### config.mk
export PLATFORM = sky130hd
export DESIGN_NAME = mp_uart_rx
export DESIGN_NICKNAME = d
export VERILOG_FILES = /design/src/rtl/mp_uart_pkg.sv /design/src/rtl/mp_uart_sync.sv /design/src/rtl/mp_uart_sampler.sv /design/src/rtl/mp_uart_regs.sv /design/src/rtl/mp_uart_rx.sv
export SDC_FILE = /design/constraint.sdc
export NUM_CORES = 1
export LEC_CHECK = 0
export BUFFER_PORTS_ARGS = -buffer_cell sky130_fd_sc_hd__buf_2
export CAP_MARGIN = 30
export CORE_ASPECT_RATIO = 1.2
export CORE_MARGIN = 2
export CORE_UTILIZATION = 30
export CTS_BUF_LIST = sky130_fd_sc_hd__clkbuf_2 sky130_fd_sc_hd__clkbuf_4 sky130_fd_sc_hd__clkbuf_8
export DETAILED_ROUTE_END_ITERATION = 12
export MAX_ROUTING_LAYER = met4
export SLEW_MARGIN = 40
export SYNTH_ARGS = -nofsm -noshare
export SYNTH_HDL_FRONTEND = slang
export SYNTH_SLANG_ARGS = --single-unit
### constraint.sdc
create_clock -name clk -period 1.9 [get_ports clk]
set_clock_uncertainty 0.1 [all_clocks]
set_input_delay 0.19 -clock clk [delete_from_list [all_inputs] [get_ports clk]]
set_output_delay 0.19 -clock clk [all_outputs]
set_load 0.02 [all_outputs]
### src/rtl/mp_uart_pkg.sv
package mp_uart_pkg;
  localparam int unsigned DATA_W = 8;

  typedef enum logic [2:0] {
    ST_IDLE,
    ST_START,
    ST_DATA,
    ST_FLAG,
    ST_STOP,
    ST_MARK
  } rx_state_e;

  typedef struct packed {
    logic [DATA_W-1:0] data;
    logic              flag;
    logic              ferr;
  } rx_char_t;
endpackage

### src/rtl/mp_uart_sync.sv
module mp_uart_sync #(
  parameter int unsigned STAGES = 2
) (
  input  logic clk,
  input  logic rst,
  input  logic din,
  output logic dout
);
  logic [STAGES-1:0] chain_q;

  generate
    genvar g;
    for (g = 0; g < STAGES; g++) begin : g_stage
      if (g == 0) begin : g_first
        always_ff @(posedge clk) begin
          if (rst) chain_q[0] <= 1'b1;
          else     chain_q[0] <= din;
        end
      end else begin : g_next
        always_ff @(posedge clk) begin
          if (rst) chain_q[g] <= 1'b1;
          else     chain_q[g] <= chain_q[g-1];
        end
      end
    end
  endgenerate

  assign dout = chain_q[STAGES-1];
endmodule

### src/rtl/mp_uart_sampler.sv
module mp_uart_sampler
  import mp_uart_pkg::*;
#(
  parameter int unsigned OVS = 16
) (
  input  logic     clk,
  input  logic     rst,
  input  logic     rxd,
  input  logic     tick,
  output logic     done_o,
  output rx_char_t char_o
);
  localparam int unsigned CW = (OVS > 2) ? $clog2(OVS) : 1;
  localparam int unsigned BW = $clog2(DATA_W);
  localparam logic [CW-1:0] HALF_M1 = CW'(OVS/2 - 1);
  localparam logic [CW-1:0] FULL_M1 = CW'(OVS - 1);
  localparam logic [BW-1:0] LAST_BIT = BW'(DATA_W - 1);

  rx_state_e         state_q;
  logic [CW-1:0]     cnt_q;
  logic [BW-1:0]     idx_q;
  logic [DATA_W-1:0] shift_q;
  logic              flag_q;
  logic              done_q;
  rx_char_t          char_q;

  always_ff @(posedge clk) begin
    if (rst) begin
      state_q <= ST_IDLE;
      cnt_q   <= '0;
      idx_q   <= '0;
      shift_q <= '0;
      flag_q  <= 1'b0;
      done_q  <= 1'b0;
      char_q  <= '0;
    end else begin
      done_q <= 1'b0;
      if (tick) begin
        case (state_q)
          ST_IDLE: begin
            if (!rxd) begin
              state_q <= ST_START;
              cnt_q   <= '0;
            end
          end
          ST_START: begin
            if (cnt_q == HALF_M1) begin
              cnt_q <= '0;
              idx_q <= '0;
              state_q <= rxd ? ST_IDLE : ST_DATA;
            end else begin
              cnt_q <= cnt_q + 1'b1;
            end
          end
          ST_DATA: begin
            if (cnt_q == FULL_M1) begin
              cnt_q   <= '0;
              shift_q <= {rxd, shift_q[DATA_W-1:1]};
              if (idx_q == LAST_BIT) state_q <= ST_FLAG;
              else                   idx_q   <= idx_q + 1'b1;
            end else begin
              cnt_q <= cnt_q + 1'b1;
            end
          end
          ST_FLAG: begin
            if (cnt_q == FULL_M1) begin
              cnt_q   <= '0;
              flag_q  <= rxd;
              state_q <= ST_STOP;
            end else begin
              cnt_q <= cnt_q + 1'b1;
            end
          end
          ST_STOP: begin
            if (cnt_q == FULL_M1) begin
              cnt_q       <= '0;
              done_q      <= 1'b1;
              char_q.data <= shift_q;
              char_q.flag <= flag_q;
              char_q.ferr <= ~rxd;
              state_q     <= rxd ? ST_IDLE : ST_MARK;
            end else begin
              cnt_q <= cnt_q + 1'b1;
            end
          end
          ST_MARK: begin
            if (rxd) state_q <= ST_IDLE;
          end
          default: state_q <= ST_IDLE;
        endcase
      end
    end
  end

  assign done_o = done_q;
  assign char_o = char_q;

  AST_FALSE_START: assert property (@(posedge clk) disable iff (rst)
    (state_q == ST_START && tick && cnt_q == HALF_M1 && rxd) |=> state_q == ST_IDLE);
  AST_DONE_AFTER_STOP: assert property (@(posedge clk) disable iff (rst)
    done_q |-> $past(state_q == ST_STOP));
  AST_MARK_WAIT: assert property (@(posedge clk) disable iff (rst)
    (state_q == ST_MARK && !rxd) |=> state_q == ST_MARK);
endmodule

### src/rtl/mp_uart_regs.sv
module mp_uart_regs
  import mp_uart_pkg::*;
(
  input  logic              clk,
  input  logic              rst,
  input  logic              done,
  input  rx_char_t          char_i,
  input  logic              wr,
  input  logic              wdata,
  input  logic              rd,
  input  logic              irq_en,
  output logic [DATA_W-1:0] data_o,
  output logic              full_o,
  output logic              irq_o,
  output logic              flag_o,
  output logic              ferr_o,
  output logic              ovr_o,
  output logic              skip_o
);
  logic [DATA_W-1:0] data_q;
  logic full_q, irq_q, flag_q, ferr_q, ovr_q, skip_q;
  logic accept, full_kept, full_d;

  always_comb begin
    accept    = done & (~skip_q | char_i.flag);
    full_kept = full_q & ~rd;
    full_d    = accept | full_kept;
  end

  always_ff @(posedge clk) begin
    if (rst) begin
      data_q <= '0;
      full_q <= 1'b0;
      irq_q  <= 1'b0;
      flag_q <= 1'b0;
      ferr_q <= 1'b0;
      ovr_q  <= 1'b0;
      skip_q <= 1'b0;
    end else begin
      full_q <= full_d;
      irq_q  <= full_d & irq_en;
      if (rd) begin
        ovr_q  <= 1'b0;
        ferr_q <= 1'b0;
      end
      if (accept) begin
        if (full_kept) begin
          ovr_q <= 1'b1;
        end else begin
          data_q <= char_i.data;
          flag_q <= char_i.flag;
        end
        if (char_i.ferr) ferr_q <= 1'b1;
      end
      if (wr)                              skip_q <= wdata;
      else if (done && skip_q && char_i.flag) skip_q <= 1'b0;
    end
  end

  assign data_o = data_q;
  assign full_o = full_q;
  assign irq_o  = irq_q;
  assign flag_o = flag_q;
  assign ferr_o = ferr_q;
  assign ovr_o  = ovr_q;
  assign skip_o = skip_q;

  AST_SKIP_KEEPS_DATA: assert property (@(posedge clk) disable iff (rst)
    (done && skip_q && !char_i.flag) |=> $stable(data_o));
  AST_SKIP_NO_FULL: assert property (@(posedge clk) disable iff (rst)
    (done && skip_q && !char_i.flag && !full_q) |=> !full_o);
  AST_ADDR_DISARMS: assert property (@(posedge clk) disable iff (rst)
    (done && skip_q && char_i.flag && !wr) |=> !skip_o);
  AST_OVR_KEEPS: assert property (@(posedge clk) disable iff (rst)
    (done && (!skip_q || char_i.flag) && full_q && !rd) |=> (ovr_o && $stable(data_o)));
  AST_RD_CLEARS: assert property (@(posedge clk) disable iff (rst)
    (rd && !done) |=> !full_o);
  AST_IRQ_NEEDS_FULL: assert property (@(posedge clk) disable iff (rst)
    irq_o |-> full_o);
endmodule

### src/rtl/mp_uart_rx.sv
module mp_uart_rx
  import mp_uart_pkg::*;
#(
  parameter int unsigned OVS         = 16,
  parameter int unsigned SYNC_STAGES = 2
) (
  input  logic              clk,
  input  logic              rst,
  input  logic              rxd_i,
  input  logic              sample_en_i,
  input  logic              skip_wr_i,
  input  logic              skip_wdata_i,
  input  logic              rd_i,
  input  logic              irq_en_i,
  output logic [DATA_W-1:0] rx_data_o,
  output logic              rx_full_o,
  output logic              irq_o,
  output logic              flag_o,
  output logic              ferr_o,
  output logic              ovr_o,
  output logic              skip_o
);
  logic     rxd_s;
  logic     done;
  rx_char_t rx_char;

  mp_uart_sync #(.STAGES(SYNC_STAGES)) u_sync (
    .clk  (clk),
    .rst  (rst),
    .din  (rxd_i),
    .dout (rxd_s)
  );

  mp_uart_sampler #(.OVS(OVS)) u_sampler (
    .clk    (clk),
    .rst    (rst),
    .rxd    (rxd_s),
    .tick   (sample_en_i),
    .done_o (done),
    .char_o (rx_char)
  );

  mp_uart_regs u_regs (
    .clk    (clk),
    .rst    (rst),
    .done   (done),
    .char_i (rx_char),
    .wr     (skip_wr_i),
    .wdata  (skip_wdata_i),
    .rd     (rd_i),
    .irq_en (irq_en_i),
    .data_o (rx_data_o),
    .full_o (rx_full_o),
    .irq_o  (irq_o),
    .flag_o (flag_o),
    .ferr_o (ferr_o),
    .ovr_o  (ovr_o),
    .skip_o (skip_o)
  );
endmodule

Yosys cells after proc, flatten, opt, wreduce, memory -nomap -nowiden
Cells that the tools add are included.
{ "totals": {"register_bits": 46, "input_bits": 8, "output_inout_bits": 14, "word_cells": 89} }
{ "classes": {"addsub": 2, "n_eq_ne": 16, "n_mux": 27, "bitwise": 11, "reduce_logical": 15} }
{ "op_table": {"columns": ["operator", "n"], "rows": [
  ["3-bit 2-to-1 mux", 11],
  ["3-bit one-hot mux with 6 select lines", 1],
  ["4-bit 2-to-1 mux", 3],
  ["4-bit one-hot mux with 3 select lines", 1],
  ["3-bit AND reduction", 4],
  ["2-bit by 1-bit != test with 1-bit output (second input constant)", 5],
  ["3-bit == test (second input constant)", 3],
  ["1-bit 2-to-1 mux", 9],
  ["8-bit AND reduction", 1],
  ["3-bit by 2-bit == test with 1-bit output (second input constant)", 2],
  ["2-bit != test (second input constant)", 3],
  ["1-bit NOT", 6],
  ["3-bit one-hot mux with 2 select lines", 1],
  ["3-bit OR reduction", 2],
  ["5-bit AND reduction", 1],
  ["4-bit by 1-bit adder with 4-bit output (second input constant)", 1],
  ["4-bit by 3-bit == test with 1-bit output (second input constant)", 1],
  ["4-bit == test (second input constant)", 1],
  ["2-bit nonzero test", 2],
  ["3-bit by 1-bit adder with 3-bit output (second input constant)", 1],
  ["1-bit bitwise AND", 3],
  ["3-bit by 1-bit == test with 1-bit output (second input constant)", 1],
  ["3-bit logical NOT", 1],
  ["3-bit nonzero test", 1],
  ["other kinds (4)", 6]
]} }

Logic depth before layout (Yosys ltp)
{ "depth": {"depth_word": 5, "ltp_mapped": 6, "mapped_depth_nobuf": 6} }

By module
Synthesis repeated with hierarchy kept, for this count alone.
{ "unflattened": {"cells_unflattened": 215, "area_unflattened_um2": 2097.0} }
{ "modules_own_cells": {"columns": ["module", "n_inst", "cells_per_inst", "area_per_inst_um2", "seq_area_each_um2"], "rows": [
  ["mp_uart_sampler", 1, 150, 1435.1, 600.6],
  ["mp_uart_regs", 1, 61, 609.3, 280.3],
  ["mp_uart_sync", 1, 4, 52.6, 40.0]
]} }

Least setup slack after synthesis
OpenSTA, ideal clock, no wires.
{ "synth_timing": {"kind": "reg2reg", "from": "register u_sampler.cnt_q[0]", "to": "register u_sampler.flag_q", "setup_time_ns": 0.119, "arrival_time_ns": 1.564, "required_ns": 1.681, "path_slack_ns": 0.118, "path_stages_with_launch": 6, "path_buffers": 0, "period_less_slack_ns": 1.782, "path_cell_list": "dfxtp_1 > ha_1 > and4_1 > a31oi_2 > or4_1 > mux2i_1"} }
{ "synth_via": {"elab_chain_len": 2} }
{ "synth_lines": {"columns": ["element", "line", "text"], "rows": [
  ["from (decl)", "mp_uart_sampler.sv:20", "logic [CW-1:0] cnt_q;"],
  ["from (signal assigned)", "mp_uart_sampler.sv:52", "cnt_q <= cnt_q + 1'b1;"],
  ["from (signal assigned)", "mp_uart_sampler.sv:62", "cnt_q <= cnt_q + 1'b1;"],
  ["from (signal assigned)", "mp_uart_sampler.sv:71", "cnt_q <= cnt_q + 1'b1;"],
  ["4-bit == test", "mp_uart_sampler.sv:66", "if (cnt_q == FULL_M1) begin"],
  ["3-bit AND reduction (no source line)", null, null],
  ["to (signal assigned)", "mp_uart_sampler.sv:68", "flag_q <= rxd;"],
  ["to (decl)", "mp_uart_sampler.sv:23", "logic flag_q;"]
]} }
Every way passes these cells.
A chain may end at the register's enable or synchronous reset.

Worst setup path after layout
Ends and elaborated chain as after synthesis.

==> impl_metrics.toml <==
[run_status]
status = "completed"

[global_routing]
grt_pass1_wl_um = 6920
overflow = 0
antenna_found_initial = 0
grt_usage = 0.1210
grt_pass1_vias = 1586
grt_max_degree = 35

[setup_path]
setup.worst_path.end_class = "flop"
crit_path_start_kind = "flop"
worst-r2r-cell-count = 5
reg2reg_to = "u_sampler.flag_q"
r2r_slack_ps = 90
crit_end = "u_sampler.flag_q"
crit_type = "flop to flop"
crit_arrival_ps = 1910
timing.rr.start = "u_sampler.cnt_q[0]"
crit_required_ps = 2000
worstPathMaxFanout = 7
critPathLaunch = "u_sampler.cnt_q[0]"

[drt]
ant_nets = 0
vias = 1541
wl_per_cell_um = 12.07
avgViaCountPerCell = 4.801
first_iter_violations = 62
route.detailed.drc = 0
dr.pass1.iters = 4
finalWirelength_um = 3874

[yosys]
synth_nets = 213
synthCells = 202
yosys_warnings = 0
synth-edff-count = 0
muxShareOfSynthArea = 0.1381
synth_adder_area_share = 0.01910
synth_compound_area_frac = 0.1394
ys_ff_latch = 46
postSynth.asyncResetShare = 0
yosys.area_share.simple = 0.1986
synth_xor_area_frac = 0
netlist_area_um2 = 1966
ys_seq_area_frac = 0.4685
synth_ff_type = "dfxtp_1"
postSynthAreaPerCell_um2 = 9.731
synth.distinct_cells = 46
synth_top_family_by_area = "simple AND/OR/NAND/NOR gates"

[timing]
fin_ws_ps = 89.68
timing.final.crit_share = 0.9528
finalSetupViolCount = 0
slew_violations = 0
worst_pin_slew_ps = 427.3
hold_viol = 0
max-slew-margin-rel = 0.7138
fin_tns_setup_ps = 0
rsz0062_at_grt = "yes"
fin_crit_ps = 1810
max_freq_ghz = 0.5524

[place]
io_buffers = 21
dp_hpwl_um = 2745
gp_congestion = 0.9109
place_inst = 310
post_dp_cell_area_um2 = 2235
pre_cts_ws_ps = 8.107

[floorplanning]
coreArea_um2 = 6366
num_rows = 32
fp.dieW_um = 77.89
die-height_um = 92.67
start_util = 0.3088
dieArea_um2 = 7218
io_pins = 22

[clocking]
cts.sinks = 46
numCtsBuffers = 5
cts_tree = "yes"
cts_htree_levels = 2
insertion_delay_ps = 300
clock_path_buffers = 2
clk_pin_slew_ps = 90
cts_root_buffer = "clkbuf_8"

[worst_hold_path]
min_from = "skip_wdata_i"
hold_class = "input port to flop"

[power]
power_leakage_uw = 0.0009429
power.density_nw_per_um2 = 692.6
ir_drop_mv = 0.3720

[cells_and_area]
areaGrowthSynthToFinish_pct = 20.88
fin_nets = 246
fin_cells = 321
final_area_um2 = 2376
mostFrequentLayoutCell = "dfxtp_1"
drive_gt1_frac = 0.2373
antenna_cells = 0
layout_common_cells = "dfxtp_1, nor2_1, mux2i_1, buf_2, buf_4"

[flow_run]
drv_cap = 0
==> repair_timing <==
item	in CTS	in global routing
endpoints found under the setup margin	1	5
hold buffers	3	0
resized for setup	1	4
setup buffers	0	0
pin swaps	0	0
hold endpoints to repair	3	0
==> how the worst min path moves through the flow <==
stage / cells after the start / end
3_5_place_dp: 2 / u_sync.chain_q[0]
2_1_floorplan: 1 / u_regs.ovr_o
5_1_grt: 3 / u_regs.skip_o
6_report: 3 / u_regs.skip_o
3_3_place_gp: 2 / u_sync.chain_q[0]
4_1_cts: 3 / u_regs.skip_o
==> kinds of logic after synthesis <==
kind of cell	after synthesis
buffers and inverters	16
AND/OR/NAND/NOR	72
adder cells (fa/ha/maj)	3
multiplexers	27
flip-flops	46
AO/OA/AOI/OAI	38
==> final cells by class <==
class	count	area [um2]
fill	651	3990
multi-input combinational	140	992.2
sequential	46	923.4
timing repair buffer	37	245.2
tap	85	106.4
clock buffer	5	68.82
clock inverter	3	21.27
inverter	5	18.77
==> cells in the mapped netlist (2+ instances only) <==
library cell | count | area, um2
or4b_1 | 2 | 20.02
dfxtp_1 | 46 | 920.9
ha_1 | 3 | 37.54
mux2i_1 | 26 | 260.3
nor2_1 | 32 | 120.1
a31oi_1 | 2 | 12.51
a211o_1 | 3 | 26.28
or3_1 | 2 | 12.51
or4_1 | 2 | 15.01
buf_2 | 2 | 10.01
nor3_1 | 3 | 15.01
nand2_1 | 7 | 26.28
clkbuf_1 | 7 | 26.28
a21oi_1 | 11 | 55.05
or2_2 | 2 | 12.51
o211ai_1 | 3 | 22.52
and2_1 | 2 | 12.51
inv_1 | 5 | 18.77
nand4_1 | 2 | 12.51
nand4b_1 | 2 | 17.52
o31ai_1 | 2 | 15.01
nand2b_1 | 3 | 18.77
nand3_1 | 5 | 25.02
o21ai_0 | 6 | 30.03
==> routing by layer <==
layer	share of wire	up-vias	GRT usage	wire length, um
met4	0.020	0	0.05263	76
li1	-	791	-	-
met5	0	-	-	0
met3	0.031	10	0.02729	119
met1	0.45	714	0.1358	1728
met2	0.50	26	0.2062	1949
==> through the flow <==
stage	util	power, uW	hold slack, ps
after floorplan	-	1038	169.3
after global placement	0.3510	1065	277.9
after detailed placement	0.3510	1066	280.7
after CTS	0.3703	1671	27.02
after global routing	0.3732	1722	62.46
final	0.3732	1646	33.68
==> critical path, cell delays in order, from the launching register on <==
cell      delay, ps
dfxtp_1         400
ha_4            190
and4bb_2        270
o32ai_2         130
or4_1           470
mux2i_1         140
==> registers in the layout, summed over array words and instances, names as in the netlist <==
name,count
u_sampler.done_o,1
u_sampler.state_q,3
u_sampler.char_o,10
u_regs.data_o,8
u_regs.ferr_o,1
u_regs.skip_o,1
u_regs.irq_o,1
u_regs.full_o,1
u_sampler.idx_q,3
u_sync.dout,1
u_sampler.flag_q,1
u_sampler.shift_q,8
u_regs.ovr_o,1
u_regs.flag_o,1
u_sync.chain_q,1
u_sampler.cnt_q,4
==> power breakdown <==
| part | leakage, uW | internal [uW] | switching (uW) |
|---|---|---|---|
| combinational | 0.000527 | 30.5 | 44.3 |
| clock | 0.0000441 | 259 | 339 |
| sequential | 0.000372 | 968 | 5.51 |
| total | 0.000943 | 1260 | 388 |
No activity file was read; power rests on OpenSTA's default activity.
